[src/rtl/uart_hwflow.sv]
module uart_hwflow #(
  parameter int DEPTH = 64,
  parameter int LVL0  = 8,
  parameter int LVL1  = 16,
  parameter int LVL2  = 56,
  parameter int LVL3  = 60,
  localparam int CW   = $clog2(DEPTH + 1)
) (
  input  logic          clk,
  input  logic          rst_n,
  input  logic          auto_rts_en,
  input  logic          auto_cts_en,
  input  logic [CW-1:0] rx_count,
  input  logic [1:0]    trig_sel,
  input  logic          sw_rts,
  input  logic          cts_n_pin,
  input  logic          tx_start_req,
  output logic          rts_n,
  output logic          tx_permit,
  output logic          rx_trig_irq
);

  logic [CW-1:0] trig_lvl, upper_lvl, lower_lvl;
  logic          rts_hold;
  logic          cts_s1, cts_s2;

  always_comb begin
    case (trig_sel)
      2'd0: begin trig_lvl = CW'(LVL0); upper_lvl = CW'(LVL1);  lower_lvl = CW'(1);    end
      2'd1: begin trig_lvl = CW'(LVL1); upper_lvl = CW'(LVL2);  lower_lvl = CW'(LVL0); end
      2'd2: begin trig_lvl = CW'(LVL2); upper_lvl = CW'(LVL3);  lower_lvl = CW'(LVL1); end
      default: begin trig_lvl = CW'(LVL3); upper_lvl = CW'(DEPTH); lower_lvl = CW'(LVL2); end
    endcase
  end

  assign rx_trig_irq = rx_count >= trig_lvl;

  always_ff @(posedge clk or negedge rst_n) begin
    if (!rst_n)                    rts_hold <= 1'b1;
    else if (!auto_rts_en)         rts_hold <= rx_count < upper_lvl;
    else if (rx_count >= upper_lvl) rts_hold <= 1'b0;
    else if (rx_count < lower_lvl) rts_hold <= 1'b1;
  end

  assign rts_n = !(sw_rts && (!auto_rts_en || rts_hold));

  always_ff @(posedge clk or negedge rst_n) begin
    if (!rst_n) begin
      cts_s1 <= 1'b1;
      cts_s2 <= 1'b1;
    end else begin
      cts_s1 <= cts_n_pin;
      cts_s2 <= cts_s1;
    end
  end

  assign tx_permit = tx_start_req && (!auto_cts_en || !cts_s2);

  AST_RTS_SW_OFF: assert property (@(posedge clk) disable iff (!rst_n)
    !sw_rts |-> rts_n);

  AST_RTS_UPPER: assert property (@(posedge clk) disable iff (!rst_n)
    (rx_count >= upper_lvl) |=> !rts_hold);

  AST_RTS_LOWER: assert property (@(posedge clk) disable iff (!rst_n)
    (auto_rts_en && rx_count < lower_lvl) |=> rts_hold);

  AST_CTS_BLOCK: assert property (@(posedge clk) disable iff (!rst_n)
    $past(cts_n_pin) |=> !(auto_cts_en && tx_permit));

  AST_NO_REQ_NO_PERMIT: assert property (@(posedge clk) disable iff (!rst_n)
    !tx_start_req |-> !tx_permit);

endmodule

[config.mk]
export PLATFORM = sky130hd
export DESIGN_NAME = uart_hwflow
export DESIGN_NICKNAME = d
export VERILOG_FILES = /design/src/rtl/uart_hwflow.sv
export SDC_FILE = /design/constraint.sdc
export NUM_CORES = 1
export LEC_CHECK = 0
export ABC_AREA = 1
export ABC_CLOCK_PERIOD_IN_PS = 2700
export BUFFER_PORTS_ARGS = -buffer_cell sky130_fd_sc_hd__buf_2
export CAP_MARGIN = 0
export CORE_MARGIN = 8
export CORE_UTILIZATION = 32
export CTS_CLUSTER_DIAMETER = 40
export DETAILED_ROUTE_END_ITERATION = 8
export GPL_ROUTABILITY_DRIVEN = 0
export PLACE_DENSITY = 0.56
export REMOVE_ABC_BUFFERS = 1
export SKIP_CTS_REPAIR_TIMING = 1
export SKIP_LAST_GASP = 1
export SYNTH_ARGS = -nofsm -noshare
export SYNTH_HDL_FRONTEND = slang
export SYNTH_SLANG_ARGS = --single-unit
[constraint.sdc]
create_clock -name clk -period 2.7 [get_ports clk]
set_clock_uncertainty 0.1 [all_clocks]
set_input_delay 0.405 -clock clk [delete_from_list [all_inputs] [get_ports clk]]
set_output_delay 0.405 -clock clk [all_outputs]
set_load 0.005 [all_outputs]
==> flow_summary_export.csv <==
group,metric,value,unit
critical_path,start_kind,"input pin",
run,maxCapViolCount,0,
power,total_power,0.213,mW
sta,rsz0062_at_grt,"no",
power,power_density,316,mW/mm^2
power,ir_drop,98.7,uV
critical_path,r2r-end,"rts_hold",
die,fp.dieArea,0.00325,mm^2
synthesis,synth_area_leaders,"ha_1 35%, nand2_1 17%, dfstp_2 15%",
synthesis,syn_area,538,um^2
synthesis,synth-seq-area-share,14.7,%
global_route,grt_pass1_wl,2.04,mm
route,routedWlPerCell,10.1,um
cts,clk_latency,0.23,ns
outcome,outcome,"finished, final reports clean",
critical_path,cp_data_required_time,2.19,ns
global_route,overflow,0,
global_route,track_usage,7.49,%
critical_path,critPathMaxFanout,4,
cts,clk_root_buffer_cell,"clkbuf_4",
die,initial_core_util,32.6,%
power,p_switching,0.0697,mW
synthesis,yosysWarnings,0,
cts,h-tree-depth,1,
sta,slew_headroom,86.7,%
critical_path,cp_slowest_cell,"ha_1",
synthesis,synth-edff-count,0,
critical_path,r2r_cells,4,
place,dp_hpwl,1.13,mm
global_route,grt_max_degree,7,
sta,slew_violations,0,
route,viasPerCell,4.33,
power,swShare,32.7,%
route,drc,0,
power,combPwrFrac,39.1,%
synthesis,yosysTopAreaCell,"ha_1",
cells_and_area,fin_area,676,um^2
critical_path,critPathMostFrequentCell,"nand2_1",
critical_path,critPathArrivalTime,1.67,ns
critical_path,path_buf_inv,4,
cts,clk_pin_slew,0.04,ns
sta,hold_viol,0,
power,leakage,0.434,nW
critical_path,crit_type,"input pin to output port",
die,ios,19,
place,placed_area,649,um^2
global_route,grt_pass1_vias,523,
die,die_x,57.0,um
power,clkPwrFrac,36.1,%
critical_path,crit_chain,"buf_2 > inv_1 > ha_1 > ha_1 > nand2_1 > inv_1 > o21ai_0 > nand2_1 > nor2_1 > nand2_1 > buf_2",
cts,cts_tree,"done",
route,drt_first_pass_iters,3,
cts,cts_buffers,3,
die,coreArea,0.00165,mm^2
synthesis,async_flop_share,100,%
cts,cts_buffer_depth,2,
power,seqPwrFrac,24.8,%
critical_path,reg2reg_from,"rts_hold",
sta,worst_pin_slew,0.200,ns
die,placementRows,15,
critical_path,end_kind,"output port",
critical_path,r2r_setup_slack,1.79,ns
sta,setup-tns-final,0,ns
synthesis,ys_top_cells_by_count,"25 x nand2_1, 16 x inv_1, 15 x ha_1, 13 x nor2_1, 3 x dfstp_2",
sta,setup_viol,0,
place,io_buffers,18,
sta,layout_min_cycle_time,2.18,ns
cells_and_area,diodes,0,
global_route,grt_antenna_before_repair,0,
synthesis,yosysMostFrequentCell,"nand2_1",
synthesis,yosys.area.top_type_share,34.9,%
cells_and_area,final_nets,138,
synthesis,syn_inst,84,
sta,fin_crit_sh,80.7,%
synthesis,avgSynthCellArea,6.40,um^2
cts,clock-sinks,3,
route,dr_total_vias,533,
power,intPower,0.144,mW
route,finalWirelength,1.25,mm
synthesis,ys_seq_elements,3,
cells_and_area,n_fill_cell,189,
synthesis,synthFlopType,"dfstp_2",
cells_and_area,drive_gt1_share,25.5,%
synthesis,yosysUniqueCellTypes,14,
critical_path,crit_path_max_incr_delay,0.31,ns
cells_and_area,areaGrowthSynthToFinish,25.6,%
die,die_h,57.0,um
route,first_iter_violations,10,
critical_path,critPathTopFamily,"adder cells",
min_path,hp-class,"input pin to asynchronous set/reset pin",
route,drtAntennaViolNets,0,
sta,fmax,459,MHz
flip-flops by register name, indices dropped and copies added, names as in the netlist:
register,count
rts_hold,1
cts_s2,1
cts_s1,1
logic make-up after synthesis:
kind of cell,after synthesis,share of synthesized area [%]
flops,3,14.7
buf+inv,18,12.6
compound gates,5,5.58
fa+ha+maj,15,34.9
simple gates,42,30.7
xor+xnor,1,1.63
through the flow:
stage | util [%] | std cells | setup slack (ns) | hold WS (ns)
after global placement | 39.3 | 119 | 0.559 | 0.247
after global routing | 40.9 | 123 | 0.378 | 0.0346
final | 40.9 | 123 | 0.522 | 0.0352
after detailed placement | 39.3 | 119 | 0.517 | 0.256
after floorplan | - | 84 | 0.832 | 0.157
after CTS | 40.9 | 123 | 0.516 | 0.0364
cell type report:
type / instances / area [um^2] / area share, %
Multi-Input combinational cell: 63 / 392 / 58.0
Timing Repair Buffer: 18 / 90.1 / 13.3
Sequential cell: 3 / 78.8 / 11.7
Inverter: 18 / 67.6 / 10.0
Clock buffer: 4 / 26.3 / 3.89
Tap cell: 17 / 21.3 / 3.15
power groups by stage:
stage          clock, mW  sequential (mW)  combinational, mW
2_1_floorplan          0           0.0529             0.0531
3_3_place_gp           0           0.0530             0.0826
3_5_place_dp           0           0.0536             0.0845
4_1_cts           0.0792           0.0532             0.0850
5_1_grt           0.0811           0.0533             0.0974
6_report          0.0770           0.0529             0.0834
per-layer routing:
layer / global-route usage, % / share of wire, %
met5: 0 / 0
met4: 4.03 / 0
met3: 1.11 / 3.8
met2: 13.5 / 53
met1: 8.09 / 43
cells in the final DEF, fill, tap and decap left out, drive strengths merged:
cell type / synthesis / layout
a21boi: 1 / 1
a21oi: 2 / 2
buf: 0 / 18
clkbuf: 0 / 4
dfstp: 3 / 3
ha: 15 / 15
inv: 18 / 18
nand2: 25 / 25
nand3: 2 / 2
nand4: 1 / 1
nor2: 14 / 14
o21ai: 1 / 1
o21bai: 1 / 1
xnor2: 1 / 1
worst max-delay path by stage:
stage	depth (start not counted)	to	slack [ns]	startpoint
detailed placement	11	rx_trig_irq	0.52	trig_sel[1]
finish	11	rx_trig_irq	0.52	trig_sel[1]
floorplan	9	rx_trig_irq	0.83	trig_sel[1]
CTS	11	rx_trig_irq	0.52	trig_sel[1]
global route	11	rx_trig_irq	0.38	trig_sel[1]
global placement	11	rx_trig_irq	0.56	trig_sel[1]
Note: power is estimated with default switching activity, not from simulation.
